### src/rtl/gpio_blink_pkg.sv
`timescale 1ns/1ps
package gpio_blink_pkg;
  localparam logic [31:0] DEF_IMPL_MASK   = 32'h1A0F_FFFF;
  localparam logic [31:0] DEF_RESUME_MASK = 32'h1A00_0000;
  localparam logic [31:0] DEF_RESET_VAL   = 32'h0004_0000;
  localparam logic [7:0]  DEF_REG_OFFSET  = 8'h18;

  typedef enum logic {PH_LOW = 1'b0, PH_HIGH = 1'b1} blink_ph_e;
endpackage

### src/rtl/gpio_blink_timebase.sv
`timescale 1ns/1ps
module gpio_blink_timebase #(
  parameter int unsigned HALF_PERIOD = 50_000_000
) (
  input  logic clk_i,
  input  logic rst_ni,
  output logic phase_o
);
  import gpio_blink_pkg::*;

  localparam int unsigned CNT_W = (HALF_PERIOD > 1) ? $clog2(HALF_PERIOD) : 1;
  localparam logic [CNT_W-1:0] CNT_LAST = CNT_W'(HALF_PERIOD - 1);

  logic [CNT_W-1:0] cnt_q;
  blink_ph_e        ph_q;
  logic             wrap;

  assign wrap = (cnt_q == CNT_LAST);

  always_ff @(posedge clk_i or negedge rst_ni) begin
    if (!rst_ni) begin
      cnt_q <= '0;
      ph_q  <= PH_HIGH;
    end else if (wrap) begin
      cnt_q <= '0;
      ph_q  <= (ph_q == PH_HIGH) ? PH_LOW : PH_HIGH;
    end else begin
      cnt_q <= cnt_q + 1'b1;
    end
  end

  assign phase_o = (ph_q == PH_HIGH);
endmodule

### src/rtl/gpio_blink_enreg.sv
`timescale 1ns/1ps
module gpio_blink_enreg #(
  parameter int unsigned          NUM_PINS    = 32,
  parameter logic [NUM_PINS-1:0]  IMPL_MASK   = '1,
  parameter logic [NUM_PINS-1:0]  RESUME_MASK = '0,
  parameter logic [NUM_PINS-1:0]  RESET_VAL   = '0
) (
  input  logic                clk_i,
  input  logic                rst_ni,
  input  logic                rst_resume_ni,
  input  logic                sys_rst_req_i,
  input  logic                wr_i,
  input  logic [NUM_PINS-1:0] wdata_i,
  output logic [NUM_PINS-1:0] en_o
);
  for (genvar i = 0; i < NUM_PINS; i++) begin : g_bit
    if (!IMPL_MASK[i]) begin : g_none
      logic unused_bit;
      assign unused_bit = wdata_i[i];
      assign en_o[i]    = 1'b0;
    end else if (RESUME_MASK[i]) begin : g_resume
      logic q;
      always_ff @(posedge clk_i or negedge rst_resume_ni) begin
        if (!rst_resume_ni)     q <= RESET_VAL[i];
        else if (sys_rst_req_i) q <= RESET_VAL[i];  // request beats write
        else if (wr_i)          q <= wdata_i[i];
      end
      assign en_o[i] = q;
    end else begin : g_core
      logic q;
      always_ff @(posedge clk_i or negedge rst_ni) begin
        if (!rst_ni)   q <= RESET_VAL[i];
        else if (wr_i) q <= wdata_i[i];
      end
      assign en_o[i] = q;
    end
  end
endmodule

### src/rtl/gpio_blink_mux.sv
`timescale 1ns/1ps
module gpio_blink_mux #(
  parameter int unsigned NUM_PINS = 32
) (
  input  logic                phase_i,
  input  logic [NUM_PINS-1:0] en_i,
  input  logic [NUM_PINS-1:0] pin_is_in_i,
  input  logic [NUM_PINS-1:0] lvl_i,
  output logic [NUM_PINS-1:0] pad_o
);
  for (genvar i = 0; i < NUM_PINS; i++) begin : g_pin
    logic blink_sel;
    assign blink_sel = en_i[i] & ~pin_is_in_i[i];
    assign pad_o[i]  = blink_sel ? phase_i : lvl_i[i];
  end
endmodule

### src/rtl/gpio_blink_ctrl.sv
`timescale 1ns/1ps
module gpio_blink_ctrl #(
  parameter int unsigned          NUM_PINS    = 32,
  parameter int unsigned          ADDR_W      = 8,
  parameter int unsigned          HALF_PERIOD = 50_000_000,
  parameter logic [ADDR_W-1:0]    REG_OFFSET  = ADDR_W'(gpio_blink_pkg::DEF_REG_OFFSET),
  parameter logic [NUM_PINS-1:0]  IMPL_MASK   = NUM_PINS'(gpio_blink_pkg::DEF_IMPL_MASK),
  parameter logic [NUM_PINS-1:0]  RESUME_MASK = NUM_PINS'(gpio_blink_pkg::DEF_RESUME_MASK),
  parameter logic [NUM_PINS-1:0]  RESET_VAL   = NUM_PINS'(gpio_blink_pkg::DEF_RESET_VAL)
) (
  input  logic                clk_i,
  input  logic                rst_ni,
  input  logic                rst_resume_ni,
  input  logic                sys_rst_req_i,
  input  logic                reg_we_i,
  input  logic [ADDR_W-1:0]   reg_addr_i,
  input  logic [NUM_PINS-1:0] reg_wdata_i,
  output logic [NUM_PINS-1:0] reg_rdata_o,
  input  logic [NUM_PINS-1:0] pin_is_in_i,
  input  logic [NUM_PINS-1:0] lvl_i,
  output logic [NUM_PINS-1:0] pad_o
);
  logic                addr_hit;
  logic                wr_en;
  logic [NUM_PINS-1:0] blink_en;
  logic                blink_phase;

  assign addr_hit = (reg_addr_i == REG_OFFSET);
  assign wr_en    = reg_we_i & addr_hit;

  gpio_blink_timebase #(
    .HALF_PERIOD(HALF_PERIOD)
  ) u_timebase (
    .clk_i  (clk_i),
    .rst_ni (rst_ni),
    .phase_o(blink_phase)
  );

  gpio_blink_enreg #(
    .NUM_PINS   (NUM_PINS),
    .IMPL_MASK  (IMPL_MASK),
    .RESUME_MASK(RESUME_MASK),
    .RESET_VAL  (RESET_VAL)
  ) u_enreg (
    .clk_i        (clk_i),
    .rst_ni       (rst_ni),
    .rst_resume_ni(rst_resume_ni),
    .sys_rst_req_i(sys_rst_req_i),
    .wr_i         (wr_en),
    .wdata_i      (reg_wdata_i),
    .en_o         (blink_en)
  );

  gpio_blink_mux #(
    .NUM_PINS(NUM_PINS)
  ) u_mux (
    .phase_i    (blink_phase),
    .en_i       (blink_en),
    .pin_is_in_i(pin_is_in_i),
    .lvl_i      (lvl_i),
    .pad_o      (pad_o)
  );

  assign reg_rdata_o = addr_hit ? blink_en : '0;
endmodule

### config.mk
export PLATFORM = sky130hd
export DESIGN_NAME = gpio_blink_ctrl
export DESIGN_NICKNAME = d
export VERILOG_FILES = /design/src/rtl/gpio_blink_pkg.sv /design/src/rtl/gpio_blink_timebase.sv /design/src/rtl/gpio_blink_enreg.sv /design/src/rtl/gpio_blink_mux.sv /design/src/rtl/gpio_blink_ctrl.sv
export SDC_FILE = /design/constraint.sdc
export NUM_CORES = 1
export LEC_CHECK = 0
export ABC_AREA = 0
export ABC_CLOCK_PERIOD_IN_PS = 1600
export BUFFER_PORTS_ARGS = -buffer_cell sky130_fd_sc_hd__buf_4
export CORE_MARGIN = 8
export CORE_UTILIZATION = 40
export DETAILED_ROUTE_END_ITERATION = 8
export PLACE_DENSITY = 0.77
export SLEW_MARGIN = 40
export SYNTH_ARGS = -nofsm -noshare
export SYNTH_HDL_FRONTEND = slang
export SYNTH_SLANG_ARGS = --single-unit
### constraint.sdc
create_clock -name clk_i -period 1.6 [get_ports clk_i]
set_input_delay 0.24 -clock clk_i [delete_from_list [all_inputs] [get_ports clk_i]]
set_output_delay 0.24 -clock clk_i [all_outputs]
set_load 0.005 [all_outputs]
# Yosys cells after proc, flatten, opt, wreduce, memory -nomap -nowiden
# Cells that the tools add are included.
[word_totals]
elab_cells = 108
reg_bits = 50
input_bits = 109
out_inout_bits = 64
[classes]
n_addsub = 1
eq_ne = 2
bitwise_logic = 47
muxes = 32
n_reduce_logical = 1
[ops]
columns = ["cell", "count"]
rows = [
  ["2-to-1 mux 1 bit", 30],
  ["2-to-1 mux 29 bit", 1],
  ["adder 26 x 1 -> 26 bit (second input constant)", 1],
  ["equality test 26 bit (second input constant)", 1],
  ["2-to-1 mux 26 bit", 1],
  ["bitwise AND 1 bit", 24],
  ["NOT 1 bit", 23],
  ["equality test 8 x 5 -> 1 bit (second input constant)", 1],
  ["nonzero test 2 bit", 1],
]

# Longest topological paths before layout
[depth]
word_depth = 4
depth_mapped = 6
depth_no_buf = 5

# Hierarchy
# Synthesis repeated with hierarchy kept, for this count alone.
[hier_totals]
cells_unflattened = 355
area_unflattened_um2 = 3724.8
[modules_own_cells]
columns = ["mod", "instances", "cells_each", "seq_area_each_um2", "area_each_um2"]
rows = [
  ["gpio_blink_timebase", 1, 127, 676.9, 1352.5],
  ["gpio_blink_enreg", 1, 85, 576.8, 1202.4],
  ["gpio_blink_mux", 1, 67, 0.0, 594.3],
  ["gpio_blink_ctrl", 1, 76, 0.0, 575.6],
]

# Worst setup path before layout
# Ideal clock, no wire load.
[synth_path]
path_type = "input to output"
startpoint = "in reg_addr_i[5]"
endpoint = "out reg_rdata_o[10]"
path_buffers = 2
path_slack_ns = 0.046
path_stages = 5
t_arrival_ns = 1.314
required_ns = 1.360
cell_sequence = "nor4b_1 -> and3_1 -> clkbuf_1 -> clkbuf_1 -> and2_1"
[synth_via]
elab_chain_cells = 2
[synth_rtl]
columns = ["element", "line", "rtl"]
rows = [
  ["start, declared", "gpio_blink_ctrl.sv:16", "input logic [ADDR_W-1:0] reg_addr_i,"],
  ["equality test 8 x 5 -> 1 bit", "gpio_blink_ctrl.sv:28", "assign addr_hit = (reg_addr_i == REG_OFFSET);"],
  ["2-to-1 mux 29 bit", "gpio_blink_ctrl.sv:64", "assign reg_rdata_o = addr_hit ? blink_en : '0;"],
  ["end, declared", "gpio_blink_ctrl.sv:18", "output logic [NUM_PINS-1:0] reg_rdata_o,"],
]
# No other way between the ends.

# Worst setup path after layout
[layout_path]
startpoint = "reg u_timebase.ph_q, in the netlist u_timebase.phase_o"
endpoint = "out pad_o[18]"
[layout_via]
elab_chain_cells = 1
[layout_rtl]
columns = ["element", "line", "rtl"]
rows = [
  ["start, declared", "gpio_blink_timebase.sv:15", "blink_ph_e ph_q;"],
  ["start signal, assigned", "gpio_blink_timebase.sv:26", "ph_q <= (ph_q == PH_HIGH) ? PH_LOW : PH_HIGH;"],
  ["2-to-1 mux 1 bit", "gpio_blink_mux.sv:14", "assign pad_o[i] = blink_sel ? phase_i : lvl_i[i];"],
  ["end, declared", "gpio_blink_ctrl.sv:21", "output logic [NUM_PINS-1:0] pad_o"],
]
# No other way between the ends.

==> metrics.md <==
| Metric | Value |
|---|---|
| Largest net degree at the start of global routing | 48 |
| Syn Std Cell Area | 2950 sq um |
| Max Fanout on Critical Path | 6 |
| Synthesis Warnings | 0 |
| Post-Route Utilization | 0.618 |
| Initial Utilization | 0.409 |
| Pre-CTS WS | -99.9 ps |
| Post-route cell area | 4460 sq um |
| Area growth syn-to-layout | 51.1% |
| Period utilization | 1.01 |
| Die width | 102 um |
| DR WL/cell | 17.7 um |
| Hold wc startpoint | sys_rst_req_i |
| Reg2reg end | u_timebase.phase_o |
| Antenna Cells | 0 |
| Dominant cell type by area after synthesis | dfrtp_1 |
| R2r setup slk | 50 ps |
| Syn Inst Count | 280 |
| Ys async rst share | 1.00 |
| Worst-margin pin slew | 602 ps |
| Post-synth EDFFs | 0 |
| Die area | 10400 sq um |
| Worst skew pair latency | 300 ps |
| H-tree level count | 2 |
| Yosys cell types | 45 |
| Placed Cells | between 500 and 600 |
| Antenna Nets Post-Route | 0 |
| # clock sinks | 50 |
| F_max | a little over 600 MHz |
| GRT Total Usage | 0.160 |
| Min Clock Period, post-route | around 1600 ps |
| CP Capture Type | output pin |
| CTS Buf Count | 5 |
| Fin. Hold Viols | 0 |
| Vias | 2600 |
| Share of the synthesized area in the top cell type | 0.407 |
| Share of layout cells above drive strength 1 | 0.545 |
| Worst hold slack | 93.7 ps |
| Slew Viols, Final | 0 |
| Fillers | 564 |
| Vias/cell | 4.97 |
| Total gr overflow | 0 |
| Root buffer cell | clkbuf_8 |
| CTS tree | done |
| Min-delay worst type | in2reg |
| Setup TNS | -80.7 ps |
| Worst Path Arrival | between 1000 and 1500 ps |
| Placeable Area | 7210 sq um |
| RR Startpoint | u_timebase.cnt_q[18] |
| Hpwl dp | 6710 um |
| Hold Path Depth | 2 |
| Post-layout power | ~2.4 mW |
| PnR worst setup slack | -23.0 ps |
| DRT Wirelength | between 9000 and 10000 um |
| CP required | 1360 ps |
| Worst-path clk slew | 90 ps |
| Most frequent cells in the layout | 127 x buf_4, 47 x dfrtp_1, 24 x and2_1, 24 x buf_6 |
| FF-to-FF path depth | 5 |
| Clock tree buffer depth | 2 |
| RSZ-0062 raised after global routing | yes |
| WS Path Type | reg2out |
| Ys flop type | dfrtp_1 |
| Placement Cell Area | 4010 sq um |
| Gpl congestion | around 0.86 |
| Final Setup Violations | 5 |
| Hold endpoint | u_enreg.g_bit[25].g_resume.q |
| Initial antenna violation count | 0 |
| Number of port buffers | ~130 |
| VDD IR max | 0.376 mV |
| Leak pwr | between 2 and 2.5 nW |
| Non-Filler Instances | 523 |
| First drt pass iteration count | 4 |
| Violated checks | setup timing |
| Clock skew | just under 9 ps |
| Most common cell after layout, fill and taps aside | buf_4 |
| Num ports | between 150 and 200 |
| Vias in the first global route | 2621 |
| Seq/Total Area, Yosys | 0.425 |
| Post-synthesis register bit count | 50 |
| Max-cap violation count | 0 |
| Nets | around 530 |
| Startpoint Class | register |
| Synth top area cells | dfrtp_1 41%, mux2_2 16%, and2_1 5.3%, nand2b_1 4.9%, buf_4 4.8% |
| Pwr/cell area | 549 nW/um^2 |
| Status | finished with violations |
| DRC | 0 |
| Die extent in y | 102 um |
| Avg Cell Area, Syn | 10.5 sq um |
| First-pass GRT wire length | 13300 um |
| Slew headroom | 0.598 |
| Iter 0 DRT Violations | 89 |
| Row count | 31 |
-- report_power, final --
| part | internal [mW] | switching (mW) | total (mW) |
|---|---|---|---|
| clock | 0.348 | 0.415 | 0.764 |
| sequential | 1.29 | 0.0185 | 1.31 |
| combinational | 0.262 | 0.114 | 0.377 |
| total | 1.90 | 0.548 | 2.45 |
-- area by class of cell --
class                      count  area (sq um)  share of cell area
inverter                       1          3.75            0.000842
multi-input combinational    208          1660               0.372
tap                           99           124              0.0278
sequential                    50          1260               0.282
timing repair buffer         157          1320               0.296
clock buffer                   6          82.6              0.0185
clock inverter                 2          12.5             0.00281
-- flip-flops by register name (all words and copies together) (netlist names) --
signal,cells
u_timebase.phase_o,1
u_timebase.cnt_q,26
u_enreg.g_bit.g_resume.q,3
u_enreg.g_bit.g_core.q,20
-- logic make-up (layout without fill, tap and decap cells) --
kind of cell,count (synthesis),after routing,share of synthesized area
xor+xnor,15,15,0.0445
fa+ha+maj,1,1,0.00424
mux,44,44,0.168
other cells,1,9,0.00127
simple gates,116,116,0.244
flops,50,50,0.425
compound gates,23,23,0.0445
buf+inv,30,166,0.0687
-- what timing repair did --
item	in CTS	in global routing
cloned	0	1
endpoints found under the hold margin	48	0
setup endpoints to repair	59	66
resized for setup	8	61
hold buffers	2	0
buffers inserted	4	3
pin swaps	0	7
-- worst max path at each step --
stage	from	end	slack, ps	cells after the start
after floorplan	reg_addr_i[5]	reg_rdata_o[10]	50	5
after CTS	u_timebase.phase_o	pad_o[0]	-10	3
after global routing	u_timebase.cnt_q[18]	u_timebase.phase_o	-70	5
after global placement	reg_addr_i[5]	reg_rdata_o[4]	-100	6
after detailed placement	reg_addr_i[5]	reg_rdata_o[4]	-100	6
final	u_timebase.phase_o	pad_o[18]	-20	3
-- worst max-delay path, stage by stage (launching register included) --
cell       delay [ps]
dfstp_4           680
clkbuf_16         160
mux2_4            150
buf_6              90
-- layer usage --
layer / vias up / global-route usage / wire [um]
li1: 1235 / - / -
met1: 1271 / 0.170 / 3370
met2: 83 / 0.310 / 5070
met3: 11 / 0.0429 / 725
met4: 0 / 0.0282 / 97
met5: - / 0 / 0
-- synth_stat cells (2+ instances only) --
library cell,n
o21ai_0,6
buf_6,2
nand3_1,11
and3_1,5
or4_1,3
buf_2,2
nand2_1,11
a31oi_1,2
nand4_1,6
xnor2_1,6
and4_1,2
clkbuf_1,5
o31ai_1,4
and2_1,25
or3_2,2
nor2b_1,2
a21oi_1,10
nor2_1,9
mux2_2,43
nand2b_1,23
dfstp_2,2
xor2_1,9
dfrtp_1,48
nor3_1,3
buf_4,19
No activity file was read; power rests on OpenSTA's default activity.
